## src/rtl/squash_walker_pkg.sv

```systemverilog
package squash_walker_pkg;
  typedef enum logic {
    WALK_IDLE = 1'b0,
    WALK_RUN  = 1'b1
  } walk_phase_e;
endpackage

```

## src/rtl/sqw_window.sv

```systemverilog
// Combinational examination of up to WIDTH slots below the walk position.
module sqw_window #(
  parameter int DEPTH = 8,
  parameter int SEQ_W = 8,
  parameter int WIDTH = 3,
  localparam int IDX_W = $clog2(DEPTH),
  localparam int CNT_W = $clog2(DEPTH + 1)
) (
  input  logic [IDX_W-1:0]       ptr,
  input  logic [IDX_W-1:0]       head,
  input  logic [IDX_W-1:0]       tail,
  input  logic [CNT_W-1:0]       cnt,
  input  logic [SEQ_W-1:0]       lim,
  input  logic [DEPTH*SEQ_W-1:0] row,
  output logic [DEPTH-1:0]       hit,
  output logic                   fin,
  output logic                   tail_hit
);
  logic             go;
  logic [IDX_W-1:0] idx;

  always_comb begin
    hit      = '0;
    fin      = 1'b0;
    tail_hit = 1'b0;
    go       = 1'b1;
    idx      = ptr;
    if (cnt == '0) begin
      fin = 1'b1;
      go  = 1'b0;
    end
    for (int k = 0; k < WIDTH; k++) begin
      idx = ptr - IDX_W'(k);
      if (go) begin
        if (row[int'(idx)*SEQ_W +: SEQ_W] > lim) begin
          hit[idx] = 1'b1;
          if (idx == tail) tail_hit = 1'b1;
          if (idx == head) begin
            fin = 1'b1;
            go  = 1'b0;
          end
        end else begin
          fin = 1'b1;
          go  = 1'b0;
        end
      end
    end
    // width used up: peek at the next slot below the group
    if (go) begin
      idx = ptr - IDX_W'(WIDTH);
      if (row[int'(idx)*SEQ_W +: SEQ_W] <= lim) fin = 1'b1;
    end
  end
endmodule

```

## src/rtl/sqw_walk_ctrl.sv

```systemverilog
// Walk context and per-thread completion flags.
module sqw_walk_ctrl
  import squash_walker_pkg::*;
#(
  parameter int THREADS = 2,
  parameter int DEPTH   = 8,
  parameter int SEQ_W   = 8,
  parameter int WIDTH   = 3,
  localparam int IDX_W = $clog2(DEPTH),
  localparam int TID_W = (THREADS > 1) ? $clog2(THREADS) : 1
) (
  input  logic               clk,
  input  logic               rst_n,
  input  logic               accept,
  input  logic [TID_W-1:0]   req_tid,
  input  logic [IDX_W-1:0]   req_ptr,
  input  logic [SEQ_W-1:0]   req_lim,
  input  logic               fin,
  output logic               active,
  output logic [TID_W-1:0]   cur_tid,
  output logic [IDX_W-1:0]   ptr,
  output logic [SEQ_W-1:0]   lim,
  output logic [THREADS-1:0] done
);
  walk_phase_e        phase_q, phase_n;
  logic [TID_W-1:0]   tid_q, tid_n;
  logic [IDX_W-1:0]   ptr_q, ptr_n;
  logic [SEQ_W-1:0]   lim_q, lim_n;
  logic [THREADS-1:0] done_q, done_n;
  logic               upd_en;

  assign active  = (phase_q == WALK_RUN);
  assign upd_en  = accept | active;

  always_comb begin
    phase_n = phase_q;
    tid_n   = tid_q;
    ptr_n   = ptr_q;
    lim_n   = lim_q;
    if (accept) begin
      phase_n = WALK_RUN;
      tid_n   = req_tid;
      ptr_n   = req_ptr;
      lim_n   = req_lim;
    end else if (active) begin
      if (fin) phase_n = WALK_IDLE;
      else     ptr_n   = ptr_q - IDX_W'(WIDTH);
    end
  end

  always_comb begin
    for (int t = 0; t < THREADS; t++) begin
      done_n[t] = done_q[t];
      if (active && tid_q == TID_W'(t) && (fin || accept)) done_n[t] = 1'b1;
      if (accept && req_tid == TID_W'(t))                   done_n[t] = 1'b0;
    end
  end

  always_ff @(posedge clk or negedge rst_n) begin
    if (!rst_n) begin
      phase_q <= WALK_IDLE;
      tid_q   <= '0;
      ptr_q   <= '0;
      lim_q   <= '0;
      done_q  <= '1;
    end else if (upd_en) begin
      phase_q <= phase_n;
      tid_q   <= tid_n;
      ptr_q   <= ptr_n;
      lim_q   <= lim_n;
      done_q  <= done_n;
    end
  end

  assign cur_tid = tid_q;
  assign ptr     = ptr_q;
  assign lim     = lim_q;
  assign done    = done_q;
endmodule

```

## src/rtl/squash_walker.sv

```systemverilog
module squash_walker #(
  parameter int THREADS = 2,
  parameter int DEPTH   = 8,
  parameter int SEQ_W   = 8,
  parameter int WIDTH   = 3,
  localparam int IDX_W = $clog2(DEPTH),
  localparam int CNT_W = $clog2(DEPTH + 1),
  localparam int TID_W = (THREADS > 1) ? $clog2(THREADS) : 1,
  localparam int ROW_W = DEPTH * SEQ_W
) (
  input  logic                       clk,
  input  logic                       rst_n,
  input  logic                       sq_req,
  input  logic [TID_W-1:0]           sq_tid,
  input  logic [SEQ_W-1:0]           sq_seq,
  input  logic [THREADS*ROW_W-1:0]   ent_seq,
  input  logic [THREADS*IDX_W-1:0]   thr_head,
  input  logic [THREADS*IDX_W-1:0]   thr_tail,
  input  logic [THREADS*CNT_W-1:0]   thr_cnt,
  output logic [THREADS*DEPTH-1:0]   mark_squash,
  output logic [THREADS*DEPTH-1:0]   mark_commit,
  output logic [THREADS-1:0]         thr_done,
  output logic                       tail_recalc
);
  logic             rst_s1, rst_sync_n;
  logic             any_live, accept, active, fin, tail_hit;
  logic [TID_W-1:0] cur_tid;
  logic [IDX_W-1:0] ptr, cur_head, cur_tail, req_ptr;
  logic [CNT_W-1:0] cur_cnt;
  logic [SEQ_W-1:0] lim;
  logic [ROW_W-1:0] cur_row;
  logic [DEPTH-1:0] hit;

  // asynchronous assert, synchronous release
  always_ff @(posedge clk or negedge rst_n) begin
    if (!rst_n) begin
      rst_s1     <= 1'b0;
      rst_sync_n <= 1'b0;
    end else begin
      rst_s1     <= 1'b1;
      rst_sync_n <= rst_s1;
    end
  end

  always_comb begin
    any_live = 1'b0;
    for (int t = 0; t < THREADS; t++)
      any_live = any_live | (thr_cnt[t*CNT_W +: CNT_W] != '0);
  end

  assign accept   = sq_req & any_live;
  assign req_ptr  = thr_tail[int'(sq_tid)*IDX_W +: IDX_W];
  assign cur_row  = ent_seq[int'(cur_tid)*ROW_W +: ROW_W];
  assign cur_head = thr_head[int'(cur_tid)*IDX_W +: IDX_W];
  assign cur_tail = thr_tail[int'(cur_tid)*IDX_W +: IDX_W];
  assign cur_cnt  = thr_cnt[int'(cur_tid)*CNT_W +: CNT_W];

  sqw_walk_ctrl #(
    .THREADS(THREADS), .DEPTH(DEPTH), .SEQ_W(SEQ_W), .WIDTH(WIDTH)
  ) u_ctrl (
    .clk     (clk),
    .rst_n   (rst_sync_n),
    .accept  (accept),
    .req_tid (sq_tid),
    .req_ptr (req_ptr),
    .req_lim (sq_seq),
    .fin     (fin),
    .active  (active),
    .cur_tid (cur_tid),
    .ptr     (ptr),
    .lim     (lim),
    .done    (thr_done)
  );

  sqw_window #(
    .DEPTH(DEPTH), .SEQ_W(SEQ_W), .WIDTH(WIDTH)
  ) u_win (
    .ptr      (ptr),
    .head     (cur_head),
    .tail     (cur_tail),
    .cnt      (cur_cnt),
    .lim      (lim),
    .row      (cur_row),
    .hit      (hit),
    .fin      (fin),
    .tail_hit (tail_hit)
  );

  for (genvar t = 0; t < THREADS; t++) begin : g_rows
    assign mark_squash[t*DEPTH +: DEPTH] =
      (active && cur_tid == TID_W'(t)) ? hit : '0;
    assign mark_commit[t*DEPTH +: DEPTH] =
      (active && cur_tid == TID_W'(t)) ? hit : '0;
  end

  assign tail_recalc = active & tail_hit;
endmodule

```

## config.mk

```make
export PLATFORM = sky130hd
export DESIGN_NAME = squash_walker
export DESIGN_NICKNAME = d
export VERILOG_FILES = /design/src/rtl/squash_walker_pkg.sv /design/src/rtl/sqw_window.sv /design/src/rtl/sqw_walk_ctrl.sv /design/src/rtl/squash_walker.sv
export SDC_FILE = /design/constraint.sdc
export NUM_CORES = 1
export LEC_CHECK = 0
export ABC_AREA = 1
export ABC_CLOCK_PERIOD_IN_PS = 5300
export CORE_AREA = 2 2 141 143
export DETAILED_ROUTE_END_ITERATION = 16
export DIE_AREA = 0 0 143 145
export DONT_BUFFER_PORTS = 1
export GPL_TIMING_DRIVEN = 0
export PLACE_DENSITY = 0.45
export SLEW_MARGIN = 20
export SYNTH_ARGS = -nofsm -noshare
export SYNTH_HDL_FRONTEND = slang
export SYNTH_SLANG_ARGS = --single-unit
```

## constraint.sdc

```tcl
create_clock -name clk -period 5.3 [get_ports clk]
set_clock_uncertainty 0.05 [all_clocks]
set_input_delay 1.06 -clock clk [delete_from_list [all_inputs] [get_ports clk]]
set_output_delay 1.06 -clock clk [all_outputs]
set_load 0.01 [all_outputs]
```

==> report_table.html <==
<table>
<tr><th>Metric</th><th>Value</th></tr>
<tr><th colspan="2">Job</th></tr>
<tr><td>Number of violations of the max-capacitance limit</td><td>0</td></tr>
<tr><th colspan="2">Setup path</th></tr>
<tr><td>Worst setup slack for register-to-register paths</td><td>1.32 ns</td></tr>
<tr><td>Data required, critical path</td><td>4.19 ns</td></tr>
<tr><td>Reg2reg path depth</td><td>22</td></tr>
<tr><td>Kind of capture point of the worst setup path</td><td>primary output</td></tr>
<tr><td>Startpoint type of the worst setup path</td><td>flop</td></tr>
<tr><td>Arr. time, crit path</td><td>3.97 ns</td></tr>
<tr><td>Startpoint of the most critical register-to-register path</td><td>u_ctrl.ptr[0]$_DFFE_PN0P_</td></tr>
<tr><td>Worst setup path category</td><td>reg -&gt; out</td></tr>
<tr><td>Maximum fanout along the worst path</td><td>10</td></tr>
<tr><td>End of the worst register-to-register path</td><td>u_ctrl.ptr[0]$_DFFE_PN0P_</td></tr>
<tr><th colspan="2">Clock network</th></tr>
<tr><td>Cts bufs inserted</td><td>3</td></tr>
<tr><td>TritonCTS Sinks</td><td>17</td></tr>
<tr><td>Clock insertion delay at the later pin of the skew report</td><td>0.25 ns</td></tr>
<tr><td>Clock root cell</td><td>clkbuf_16</td></tr>
<tr><td>Cts-stage hold buffer count</td><td>0</td></tr>
<tr><td>Maximum number of buffers from clock root to sink</td><td>2</td></tr>
<tr><td>CTS H-tree depth</td><td>1</td></tr>
<tr><td>Clock Pin Slew Worst Setup and Hold Paths</td><td>0.05 ns</td></tr>
<tr><td>CTS tree</td><td>yes</td></tr>
<tr><th colspan="2">Synth</th></tr>
<tr><td>Unique cell type count in the Yosys netlist</td><td>38</td></tr>
<tr><td>Warnings from Yosys</td><td>0</td></tr>
<tr><td>Post-synthesis instance area</td><td>0.00474 mm2</td></tr>
<tr><td>Ys async rst share</td><td>1.00</td></tr>
<tr><td>Number of synthesized flops with an enable pin</td><td>0</td></tr>
<tr><td>Cells after synthesis</td><td>892</td></tr>
<tr><td>Mean cell area of the mapped netlist</td><td>5.31 um2</td></tr>
<tr><td>Synthesized net count</td><td>1090</td></tr>
<tr><td>Flops &amp; latches, synth</td><td>17</td></tr>
<tr><td>Most used DFF post-synth</td><td>dfrtp_1</td></tr>
<tr><td>Sequential cell area fraction in the yosys report</td><td>0.0903</td></tr>
<tr><th colspan="2">Finish</th></tr>
<tr><td>Highest-count cells in the layout ignoring fill and taps</td><td>325 x nand2_1, 99 x nand3_1, 92 x o21ai_0</td></tr>
<tr><td>Most common cell after layout, fill and taps aside</td><td>nand2_1</td></tr>
<tr><td>Count of antenna diodes in the layout</td><td>0</td></tr>
<tr><td>Area growth from synthesis to final layout</td><td>13.2%</td></tr>
<tr><td>Final standard cell count with taps included and fillers excluded</td><td>1169</td></tr>
<tr><td>Proportion of layout cells with a drive suffix above 1</td><td>0.125</td></tr>
<tr><td>Net total in the final layout</td><td>1103</td></tr>
<tr><td>Final core utilization</td><td>0.279</td></tr>
<tr><th colspan="2">STA</th></tr>
<tr><td>Final period utilization</td><td>0.958</td></tr>
<tr><td>Final slew viol count</td><td>0</td></tr>
<tr><td>Post-layout min period</td><td>5.08 ns</td></tr>
<tr><td>Actual slew at the worst max-slew pin</td><td>0.763 ns</td></tr>
<tr><td>Final number of hold-violating endpoints</td><td>0</td></tr>
<tr><td>Total Neg Setup Slack</td><td>0 ns</td></tr>
<tr><td>Peak clock frequency supported by timing</td><td>197 MHz</td></tr>
<tr><td>Worst slew slack as a fraction of its limit</td><td>0.489</td></tr>
<tr><td>Hold_ws</td><td>0.211 ns</td></tr>
<tr><td>Final setup violation count</td><td>0</td></tr>
<tr><th colspan="2">Placed design</th></tr>
<tr><td>Estimated wirelength of the detail-placed design</td><td>17700 um</td></tr>
<tr><td>Number of port buffers</td><td>0</td></tr>
<tr><td>Routability cong.</td><td>0.943</td></tr>
<tr><td>Total instance count after detailed placement</td><td>1157</td></tr>
<tr><th colspan="2">Detailed routing</th></tr>
<tr><td>WL/cell</td><td>18.2 um</td></tr>
<tr><td>Iteration count of the initial detailed-routing pass</td><td>7</td></tr>
<tr><td>Total via count after detailed routing</td><td>5958</td></tr>
<tr><td>ANT nets after route</td><td>0</td></tr>
<tr><td>Via density</td><td>5.10</td></tr>
<tr><td>Count of routing violations after the opening detailed-route iteration</td><td>416</td></tr>
<tr><td>Sum of routed wire length over all layers</td><td>21300 um</td></tr>
<tr><td>Drt drc</td><td>0</td></tr>
<tr><th colspan="2">Floorplan</th></tr>
<tr><td>Number of top-level pins</td><td>195</td></tr>
<tr><td>DIE WIDTH</td><td>143 um</td></tr>
<tr><td>Effective utilization at floorplan</td><td>0.247</td></tr>
<tr><td>Area of the die</td><td>0.0207 mm2</td></tr>
<tr><td>Number of standard-cell rows in the floorplan</td><td>51</td></tr>
<tr><td>DIE HEIGHT</td><td>145 um</td></tr>
<tr><td>Core ar.</td><td>0.0192 mm2</td></tr>
<tr><th colspan="2">GRT</th></tr>
<tr><td>Via count of the first global-routing pass</td><td>5640</td></tr>
<tr><td>Number of antenna violations at the first check in global routing</td><td>1</td></tr>
<tr><td>Global router's overall resource usage</td><td>0.197</td></tr>
<tr><td>Wire length of the first global-routing pass</td><td>31800 um</td></tr>
<tr><td>Largest net degree at the start of global routing</td><td>16</td></tr>
<tr><td>Sum of overflow across all layers after global routing</td><td>0</td></tr>
<tr><th colspan="2">Power</th></tr>
<tr><td>Pwr/cell area</td><td>330 mW/mm2</td></tr>
<tr><td>Total chip power</td><td>1.77 mW</td></tr>
<tr><td>Worst supply voltage drop on vdd</td><td>0.101 mV</td></tr>
<tr><td>Leakage power total</td><td>2.75 nW</td></tr>
<tr><th colspan="2">Min path</th></tr>
<tr><td>Type of the most critical hold path</td><td>reg -&gt; async</td></tr>
<tr><th colspan="2">Run status</th></tr>
<tr><td>Outcome</td><td>finished, final reports clean</td></tr>
</table>
through the flow:
stage	worst slack [ns]	cell area [um2]
after CTS	-0.0632	5200
after detailed placement	-0.559	5070
final	0.223	5360
after floorplan	0.619	4740
after global routing	-0.000409	5360
after global placement	-0.641	5070
worst max-delay path by stage:
stage                              start               to  slack [ns]  cells after the start
3_5_place_dp   u_ctrl.ptr[0]$_DFFE_PN0P_   mark_squash[1]       -0.56                     23
6_report       u_ctrl.ptr[0]$_DFFE_PN0P_   mark_squash[2]        0.22                     22
2_1_floorplan  u_ctrl.ptr[1]$_DFFE_PN0P_   mark_squash[0]        0.62                     25
3_3_place_gp   u_ctrl.ptr[1]$_DFFE_PN0P_  mark_squash[15]       -0.64                     22
5_1_grt        u_ctrl.ptr[0]$_DFFE_PN0P_  mark_squash[13]     -0.0004                     25
4_1_cts        u_ctrl.ptr[0]$_DFFE_PN0P_  mark_squash[15]       -0.06                     23
per-layer routing:
| layer | vias to the layer above | part of all wire | track usage |
|---|---|---|---|
| met1 | 2669 | 0.43 | 0.250 |
| met3 | 54 | 0.10 | 0.0574 |
| met2 | 286 | 0.43 | 0.314 |
| li1 | 2949 | - | - |
| met4 | 0 | 0.043 | 0.0762 |
| met5 | - | 0 | 0 |
what timing repair did:
action / 4_1_cts / 5_1_grt
setup endpoints to repair: 33 / 33
buffers inserted: 2 / 6
resized for setup: 18 / 52
pin swaps: 0 / 2
gates cloned: 0 / 1
cell usage after synthesis, types with 7 or more instances:
cell type  instances  area [um2]
clkbuf_1          22        82.6
ha_1              38         475
buf_4             21         158
a21oi_1           37         185
dfrtp_1           15         375
o22ai_1            8        50.1
o21ai_0           96         480
nor2_1            83         312
inv_1             53         199
nand3_1           99         495
a32o_1             7        70.1
nand2_1          331        1240
buf_2             15        75.1
kinds of logic (layout without fill, tap and decap cells):
group                      count (synthesis)  after routing  synth area share
and+or+nand+nor                          534            534             0.469
AOI/OAI and AO/OA                        165            165             0.194
buffers and inverters                    126            138             0.124
adders and majority gates                 38             38             0.100
DFF                                       17             17            0.0903
xor gates and xnor gates                   7              7            0.0129
muxes                                      4              4           0.00871
other                                      1              1          0.000791
cell type report:
class	instances	area, um2
plain buffers	65	400
clock buffers	4	78.8
fillers	2225	13800
inverters	60	249
multi-input cells	749	3810
flip-flops and latches	17	428
well taps	265	332
repair buffers	8	60.1
repair inverters	1	7.51
power breakdown:
group / internal, mW / total (mW) / switching, mW
clock: 0.102 / 0.151 / 0.0490
sequential: 0.146 / 0.159 / 0.0130
combinational: 0.494 / 1.46 / 0.963
flip-flops by register name (all words and copies together) (netlist names):
name,flops
u_ctrl.ptr,3
u_ctrl.done,2
u_ctrl.active,1
u_ctrl.lim,8
rst_sync_n,1
u_ctrl.cur_tid,1
rst_s1,1
worst max-delay path, stage by stage, from the launching register on:
cell        delay (ns)
dfrtp_1           0.39
clkbuf_4          0.19
inv_2             0.11
buf_6             0.16
buf_6             0.16
ha_1              0.29
clkinvlp_4        0.16
nor2_1            0.06
bufinv_8          0.22
o22ai_1           0.09
nor2_1            0.08
o21ai_0           0.15
ha_1              0.34
nand2_1           0.08
nor2_2            0.17
nand4_1           0.20
nand2_2           0.19
nor2_1            0.08
nand2_1           0.08
nand2_1           0.05
nor2_1            0.20
nor2_2            0.10
buf_4             0.15
No activity file was read; power rests on OpenSTA's default activity.
